<file path="src/rtl/irq_pkg.sv">
// Package irq_pkg: default sizes shared by the interrupt controller modules.
// Assumes the number of sources is a power of two.
package irq_pkg;
    localparam int unsigned IRQ_COUNT   = 256;
    localparam int unsigned IRQ_STACK   = 16;
    localparam int unsigned IRQ_ADDR_W  = 20;
endpackage

</file>
<file path="src/rtl/irq_pick.sv">
// irq_pick: finds the lowest-numbered set bit of a request vector.
// Assumes N is a power of two; any_o is low when no bit is set.
module irq_pick #(
    parameter int unsigned N  = irq_pkg::IRQ_COUNT,
    localparam int unsigned IW = $clog2(N)
) (
    input  logic [N-1:0]  cand_i,
    output logic          any_o,
    output logic [IW-1:0] idx_o
);
    // scan from the top down so the lowest set index is written last
    always_comb begin
        any_o = 1'b0;
        idx_o = '0;
        for (int i = N - 1; i >= 0; i--) begin
            if (cand_i[i]) begin
                any_o = 1'b1;
                idx_o = IW'(i);
            end
        end
    end
endmodule

</file>
<file path="src/rtl/irq_stack.sv">
// irq_stack: LIFO of in-service priority levels.
// top_o is IDLE_LVL when the stack is empty. pop wins over push, and a push
// into a full stack is dropped. The caller keeps pushes away from a full stack.
module irq_stack #(
    parameter int unsigned DEPTH    = irq_pkg::IRQ_STACK,
    parameter int unsigned LW       = 9,
    parameter int unsigned IDLE_LVL = 256,
    localparam int unsigned PW      = $clog2(DEPTH + 1),
    localparam int unsigned IW      = $clog2(DEPTH)
) (
    input  logic          clk,
    input  logic          rst_n,
    input  logic          push_i,
    input  logic          pop_i,
    input  logic [LW-1:0] push_lvl_i,
    output logic [LW-1:0] top_o,
    output logic          full_o
);
    logic [LW-1:0] mem [DEPTH];
    logic [PW-1:0] cnt_q;
    logic          empty;
    logic          do_pop;
    logic          do_push;

    assign empty   = (cnt_q == '0);
    assign full_o  = (cnt_q == PW'(DEPTH));
    assign do_pop  = pop_i && !empty;
    assign do_push = push_i && !pop_i && !full_o;

    // occupancy counter
    always_ff @(posedge clk) begin
        if (!rst_n)       cnt_q <= '0;
        else if (do_pop)  cnt_q <= cnt_q - 1'b1;
        else if (do_push) cnt_q <= cnt_q + 1'b1;
    end

    // entry storage, written at the current fill level
    always_ff @(posedge clk) begin
        if (do_push) mem[IW'(cnt_q)] <= push_lvl_i;
    end

    // level of the innermost running routine
    always_comb begin
        if (empty) top_o = LW'(IDLE_LVL);
        else       top_o = mem[IW'(cnt_q - 1'b1)];
    end
endmodule

</file>
<file path="src/rtl/irq_prio_ctrl.sv">
// irq_prio_ctrl: prioritized vectored interrupt controller with nesting.
// Lower number = higher priority, so number 0 (timer tick) is highest.
// Hardware requests are levels. Software raises are held until entered.
// The outputs are combinational from the inputs and the registered state.
module irq_prio_ctrl #(
    parameter int unsigned NUM_IRQ     = irq_pkg::IRQ_COUNT,
    parameter int unsigned STACK_DEPTH = irq_pkg::IRQ_STACK,
    parameter int unsigned ADDR_W      = irq_pkg::IRQ_ADDR_W,
    localparam int unsigned NW         = $clog2(NUM_IRQ),
    localparam int unsigned LW         = NW + 1
) (
    input  logic               clk,
    input  logic               rst_n,
    input  logic [NUM_IRQ-1:0] irq_req_i,
    input  logic [NUM_IRQ-1:0] irq_mask_i,
    input  logic               sw_req_i,
    input  logic [NW-1:0]      sw_num_i,
    input  logic               isr_enter_i,
    input  logic               isr_done_i,
    output logic               irq_pend_o,
    output logic [NW-1:0]      irq_num_o,
    output logic [ADDR_W-1:0]  irq_vec_o
);
    logic [NUM_IRQ-1:0] sw_pend_q;
    logic [NUM_IRQ-1:0] sw_now;
    logic [NUM_IRQ-1:0] cand;
    logic               any_cand;
    logic [NW-1:0]      win;
    logic [LW-1:0]      top_lvl;
    logic               stk_full;
    logic               take;

    // one-hot of this cycle's software raise; number 0 cannot be raised
    always_comb begin
        sw_now = '0;
        if (sw_req_i && (sw_num_i != '0)) sw_now[sw_num_i] = 1'b1;
    end

    // eligible sources: hardware, held software and new software, unmasked
    assign cand = (irq_req_i | sw_pend_q | sw_now) & ~irq_mask_i;

    irq_pick #(.N(NUM_IRQ)) u_pick (
        .cand_i (cand),
        .any_o  (any_cand),
        .idx_o  (win)
    );

    irq_stack #(
        .DEPTH    (STACK_DEPTH),
        .LW       (LW),
        .IDLE_LVL (NUM_IRQ)
    ) u_stack (
        .clk        (clk),
        .rst_n      (rst_n),
        .push_i     (take),
        .pop_i      (isr_done_i),
        .push_lvl_i ({1'b0, win}),
        .top_o      (top_lvl),
        .full_o     (stk_full)
    );

    // offer only a strictly higher priority than the running routine
    assign irq_pend_o = any_cand && ({1'b0, win} < top_lvl) && !stk_full;
    assign irq_num_o  = win;
    assign irq_vec_o  = {{(ADDR_W - NW - 1){1'b0}}, win, 1'b0};
    assign take       = isr_enter_i && irq_pend_o && !isr_done_i;

    // per-number software pending bits: set by a raise, cleared on entry
    for (genvar g = 0; g < NUM_IRQ; g++) begin : g_swp
        always_ff @(posedge clk) begin
            if (!rst_n)
                sw_pend_q[g] <= 1'b0;
            else if (take && (win == NW'(g)))
                sw_pend_q[g] <= 1'b0;
            else if (sw_now[g])
                sw_pend_q[g] <= 1'b1;
        end
    end
endmodule

</file>
<file path="config.mk">
export PLATFORM = sky130hd
export DESIGN_NAME = irq_prio_ctrl
export DESIGN_NICKNAME = d
export VERILOG_FILES = /design/src/rtl/irq_pkg.sv /design/src/rtl/irq_pick.sv /design/src/rtl/irq_stack.sv /design/src/rtl/irq_prio_ctrl.sv
export SDC_FILE = /design/constraint.sdc
export NUM_CORES = 1
export LEC_CHECK = 0
export BUFFER_PORTS_ARGS = -buffer_cell sky130_fd_sc_hd__buf_2
export CAP_MARGIN = 25
export CORE_ASPECT_RATIO = 1.4
export CORE_MARGIN = 2
export CORE_UTILIZATION = 45
export CTS_CLUSTER_SIZE = 30
export DETAILED_ROUTE_END_ITERATION = 12
export PLACE_DENSITY = 0.66
export SLEW_MARGIN = 20
export SYNTH_ARGS = -nofsm -noshare
export SYNTH_HDL_FRONTEND = slang
export SYNTH_HIERARCHICAL = 1
export SYNTH_SLANG_ARGS = --single-unit
</file>
<file path="constraint.sdc">
create_clock -name clk -period 11.6 [get_ports clk]
set_clock_uncertainty 0.15 [all_clocks]
set_input_delay 1.74 -clock clk [delete_from_list [all_inputs] [get_ports clk]]
set_output_delay 1.74 -clock clk [all_outputs]
set_load 0.02 [all_outputs]
</file>
; ---- Word level (Yosys, flattened, before mapping)
; Memory sizes are Yosys's and may differ from the RTL's.
; Index checks and enable logic that the tools add are counted.
[totals]
reg_bits = 261
mem_bits_rw = 128
in_bits = 525
output_inout_bits = 29
mem_count = 1
[memory_table]
columns = memory, depth, width, rd, rd_clocked_by_memory_dff, write_ports, line_no
row1 = u_stack.mem, 16, 8, 1, 0, 1, irq_stack.sv:19  ; logic [LW-1:0] mem [DEPTH];
[classes]
add_sub_neg = 2
magnitude_cmp = 3
eq_ne = 256
mux = 520
bitwise_logic = 5
reduce_logical = 528
[op_table]
columns = op, n
row1 = $mux 8, 256
row2 = $eq 8x8->1 const B, 128
row3 = $eq 8x7->1 const B, 64
row4 = $or 256x256->256, 2
row5 = $reduce_or 2->1, 256
row6 = $logic_and 1x1->1, 265
row7 = $mux 1, 259
row8 = $and 256x256->256, 1
row9 = $eq 8x6->1 const B, 32
row10 = $mux 256, 1
row11 = $not 256->256, 1
row12 = $eq 8x5->1 const B, 16
row13 = $eq 8x4->1 const B, 8
row14 = $eq 8x3->1 const B, 4
row15 = $eq 8x2->1 const B, 2
row16 = $mux 5, 2
row17 = $lt 8x9->1, 1
row18 = $lt 8x9->1 const B, 1
row19 = $mux 9, 1
row20 = $demux 1 s8, 1
row21 = $eq 8x1->1 const B, 1
row22 = $ge 8x1->1 const B, 1
row23 = $logic_not 8->1, 1
row24 = $reduce_bool 8->1, 1
row25 = other kinds (7), 9

; ---- Longest topological paths before layout
[depth]
ltp_word = 272
ltp_mapped = 23
depth_no_buf = 20

; ---- By module
; The synthesis kept the hierarchy.
[by_module_without_submodules]
columns = module, instances, cells_each, area_per_inst_um2
row1 = irq_prio_ctrl, 1, 1788, 13395.3
row2 = irq_stack, 1, 310, 6103.4
row3 = irq_pick, 1, 606, 3483.3

; ---- Worst setup path before layout
; Ideal clock, no wire load.
[synth_timing]
kind = input to output
from = input port sw_num_i[4]
to = output port irq_pend_o
t_arrival_ns = 9.000
required_time_ns = 9.710
slack_ns = 0.710
stages = 17
path_cell_list = buf_2 buf_4 and4bb_2 clkbuf_1 buf_2 a31oi_1 a21oi_1 nor4_1 nand2_1 nor3_1 nand2b_1 a2111oi_0 ha_1 nand4b_1 nor2_2 a211oi_1 nor2b_1
[synth_between]
word_cells_on_any_way = 525
cone_classes = 3 x order compare / 515 x mux / 2 x bitwise / 5 x reduce/logical
[synth_rtl]
columns = element, line_no
row1 = "start, declared", irq_prio_ctrl.sv:17  ; input logic [NW-1:0] sw_num_i,
row2 = $lt 8x9->1 (implied by the code) or $ge 8x1->1 (tied branches), irq_prio_ctrl.sv:36  ; if (sw_req_i && (sw_num_i != '0)) sw_now[sw_num_i] = 1'b1;
row3 = $logic_and 1x1->1 (implied by the code), irq_prio_ctrl.sv:36
row4 = $mux 1 (implied by the code), irq_prio_ctrl.sv:36
row5 = $demux 1 s8, irq_prio_ctrl.sv:36
row6 = $mux 256 (*), irq_prio_ctrl.sv:36
row7 = $or 256x256->256 (*), irq_prio_ctrl.sv:40  ; assign cand = (irq_req_i | sw_pend_q | sw_now) & ~irq_mask_i;
row8 = $and 256x256->256 (*), irq_prio_ctrl.sv:40
row9 = named net cand[55], irq_prio_ctrl.sv:26  ; logic [NUM_IRQ-1:0] cand;
row10 = $mux 8 (*) (56 in a row), irq_pick.sv:16  ; if (cand_i[i]) begin
row11 = named net irq_num_o[7], irq_prio_ctrl.sv:21  ; output logic [NW-1:0] irq_num_o,
row12 = $lt 8x9->1 (*), irq_prio_ctrl.sv:63  ; assign irq_pend_o = any_cand && ({1'b0, win} < top_lvl) && !stk_full;
row13 = $logic_and 1x1->1 (*) (2 in a row), irq_prio_ctrl.sv:63
row14 = "end, declared", irq_prio_ctrl.sv:20  ; output logic irq_pend_o,
; Mark *: on every way through the listed nets, which the timed path passes. The rest lies on a longest branch.

; ---- Worst setup path in the final report
[layout_timing]
from = input port sw_num_i[3]
to = output port irq_pend_o
[layout_between]
word_cells_on_any_way = 525
cone_classes = 3 x order compare / 515 x mux / 2 x bitwise / 5 x reduce/logical
[layout_rtl]
columns = element, line_no
row1 = $lt 8x9->1 (implied by the code) or $ge 8x1->1 (tied branches), irq_prio_ctrl.sv:36
row2 = $logic_and 1x1->1 (implied by the code), irq_prio_ctrl.sv:36
row3 = $mux 1 (implied by the code), irq_prio_ctrl.sv:36
row4 = $demux 1 s8, irq_prio_ctrl.sv:36
row5 = $mux 256 (*), irq_prio_ctrl.sv:36
row6 = $or 256x256->256 (*), irq_prio_ctrl.sv:40
row7 = $and 256x256->256 (*), irq_prio_ctrl.sv:40
row8 = named net cand[200], irq_prio_ctrl.sv:26
row9 = $mux 8 (201 in a row), irq_pick.sv:16
row10 = $lt 8x9->1, irq_prio_ctrl.sv:63
row11 = $logic_and 1x1->1 (*) (2 in a row), irq_prio_ctrl.sv:63
; Marks and branches as above.

==> flow_summary.ini <==
[sta]
final_max_slew_viol_count = 0
final.setup.tns_ns = 0
post-route-min-period_ns = 9.78
final-setup-viol-count = 0
finalHoldViolations = 0
timing.fmax_mhz = 102
tightest_slew_ns = 1.15
finalCritPeriodShare_pct = 84.3
relSlewSlack_pct = 22.6
grt_setup_unrepaired = no

[placement]
place.gp.congestion = 1.03
placed_cell_area_um2 = 26400
io_buffers = 541
placed_cells = 3813
hpwlAfterDp_um = 85800

[route]
drt_iter0_drc = 2741
viasPerCell = 6.56
vias = 25542
ant_nets = 0
wl_um = 112000
dr.pass1.iters = 6
wl_per_cell_um = 28.9
drc = 0

[floorplan]
rows = 98
io_pins = 554
die_y_um = 271
initial_core_util_pct = 45.3
dieArea_um2 = 52900
coreArea_um2 = 50800
fp.dieW_um = 195

[worst_setup_path]
path_max_fanout = 17
path_class = input pin to output port
cp-end-kind = output port
worst_ep_required_time_ns = 9.71
cp-start-kind = input pin
cp.arrival_ns = 7.89

[global_routing]
grtUsageTotal_pct = 40.7
grt.met2_usage_pct = 68.7
grt_max_degree = 97
antenna_found_initial = 2
grt_pass1_vias = 24641
grt_pass1_wl_um = 160000
grt-busiest-layer = met2
overflow = 0
grt_use_met1_pct = 47.8
grt_use_met3_pct = 6.26

[clocking]
clock_latency_ns = 0.58
cts.sinks = 405
holdBufCountCts = 0
postCtsSetupBuffers = 0
cts_made_buffers = 42
cts_tree = built
cts_htree_levels = 2
root_buffer = clkbuf_16
cts_max_path_buffers = 3
cts_resized = 0
cts.clk_slew.worst_paths_ns = 0.06

[job]
drv_cap = 0

[power]
peakVddDrop_uv = 118
power.leakage_uw = 0.0111
p_total_uw = 4240
power_density_nw_per_um2 = 152

[run_status]
status = finished clean

[synth]
synthDistinctLibCells = 93
avgSynthCellArea_um2 = 8.50
synthFlopType = dfxtp_1
netlist_instances = 2704
synth_area_um2 = 23000
ys_warn_count = 6
synth_edf_count = 144
ys_seq_elements = 405
synthArstFlopShare_pct = 0
synth.largest_area_cell = dfxtp_1
synth-seq-area-share_pct = 41.6
synth.area.top_cells = dfxtp_1 23%, edfxtp_1 19%, a21oi_1 8.1%
yosysTopAreaCellShare_pct = 22.7

[layout]
fin_area_um2 = 27800
areaGrowthSynthToFinish_pct = 21.1
drive_gt1_share_pct = 23.6
post-route-util_pct = 54.8
layout.cells.non_filler = 3891
n_antenna_cell = 0
nets = 3747

[worst_hold_path]
hp-class = register to register
-- cells in the final DEF, fill, tap and decap left out, types with 12 or more instances in the layout --
master     count
inv_1        248
nor3_1       190
o31ai_1       14
nor2b_1       26
conb_1        28
edfxtp_1     144
a211oi_1     166
nor4_1        72
nor2_1       275
a21oi_1      369
nand2_1       74
buf_4         60
mux2i_1       12
clkbuf_16     43
ha_1          12
buf_2        540
dfxtp_1      261
a41oi_1       21
nand3_1       31
nand2b_1      55
and3_1        20
o21ai_0      100
or4_1         14
a31oi_1      142
mux4_2        29
-- worst paths after layout --
path | start | end | slack [ns] | cells after the start
min reg2reg | sw_pend_q[0] | sw_pend_q[0] | 0.35 | 2
min | sw_pend_q[0] | sw_pend_q[0] | 0.35 | 2
max | sw_num_i[3] | irq_pend_o | 1.82 | 18
max reg2reg | sw_pend_q[199] | u_stack/mem[7][2] | 4.32 | 18
-- worst max-delay path: stages --
cell and delay, ns:
buf_2 0.30, nand2b_1 0.33, nor3_2 0.90, a21oi_1 0.21, a21oi_1 0.55, or4_1 0.19
o21ai_0 0.13, a2111o_1 0.52, a31oi_1 0.61, o21ai_1 0.26, a21oi_1 0.51, o31ai_4 0.11
ha_1 0.32, a21oi_1 0.16, o21ai_2 0.24, a211oi_4 0.30, nor2b_1 0.28, buf_2 0.22
-- synth_stat cells (all sizes together) (11+ instances only) --
library cell,n
nor3b,14
buf,93
or4,15
inv,248
o21ai,112
o31ai,15
nor4,80
o21bai,11
nand2,74
nor4b,11
nor2,285
and3,20
o211ai,11
mux2i,12
dfxtp,261
a31oi,144
a211oi,171
ha,12
mux4,35
clkbuf,76
edfxtp,144
a41oi,21
nor3,194
nor2b,29
a21oi,373
nand2b,57
nand3,31
-- cell families (layout without fill, tap and decap cells) --
logic type               count (synthesis)  count (layout)  synth area share (%)
multiplexers                            48              48                  4.10
flip-flops                             405             405                  41.6
buffers and inverters                  418             928                  7.72
AO/OA/AOI/OAI                          954             954                  26.1
adder cells (fa/ha/maj)                 12              12                 0.653
other                                    1              28                0.0163
XOR/XNOR                                 5               5                 0.272
AND/OR/NAND/NOR                        861             861                  19.6
-- sequential cells by signal (all words and copies together) (netlist names) --
signal,cells
sw_pend_q,256
u_stack/cnt_q,5
u_stack/mem,144
-- layer usage --
metal	part of all wire [%]	vias up
li1	-	11111
met5	0.030	-
met4	8.0	4
met1	36	12218
met3	8.5	416
met2	47	1793
-- through the flow --
stage               setup WS (ns)  hold WS [ns]
finish                       1.82         0.353
global placement             1.59         0.337
floorplan                   0.710         0.266
detailed placement           2.03         0.336
CTS                          2.03         0.347
global route                 1.75         0.353
-- area by class of cell --
cell class,count,area [µm²]
fillers,4784,22900
multi-input cells,1908,11900
flip-flops and latches,405,9550
repair buffers,604,3210
clock buffers,55,1180
inverters,249,937
well taps,650,813
clock inverters,20,206
-- power breakdown --
group	switching (µW)	internal, µW
clock	606	787
sequential	19.8	1490
combinational	886	456
Note: power is estimated with default switching activity, not from simulation.
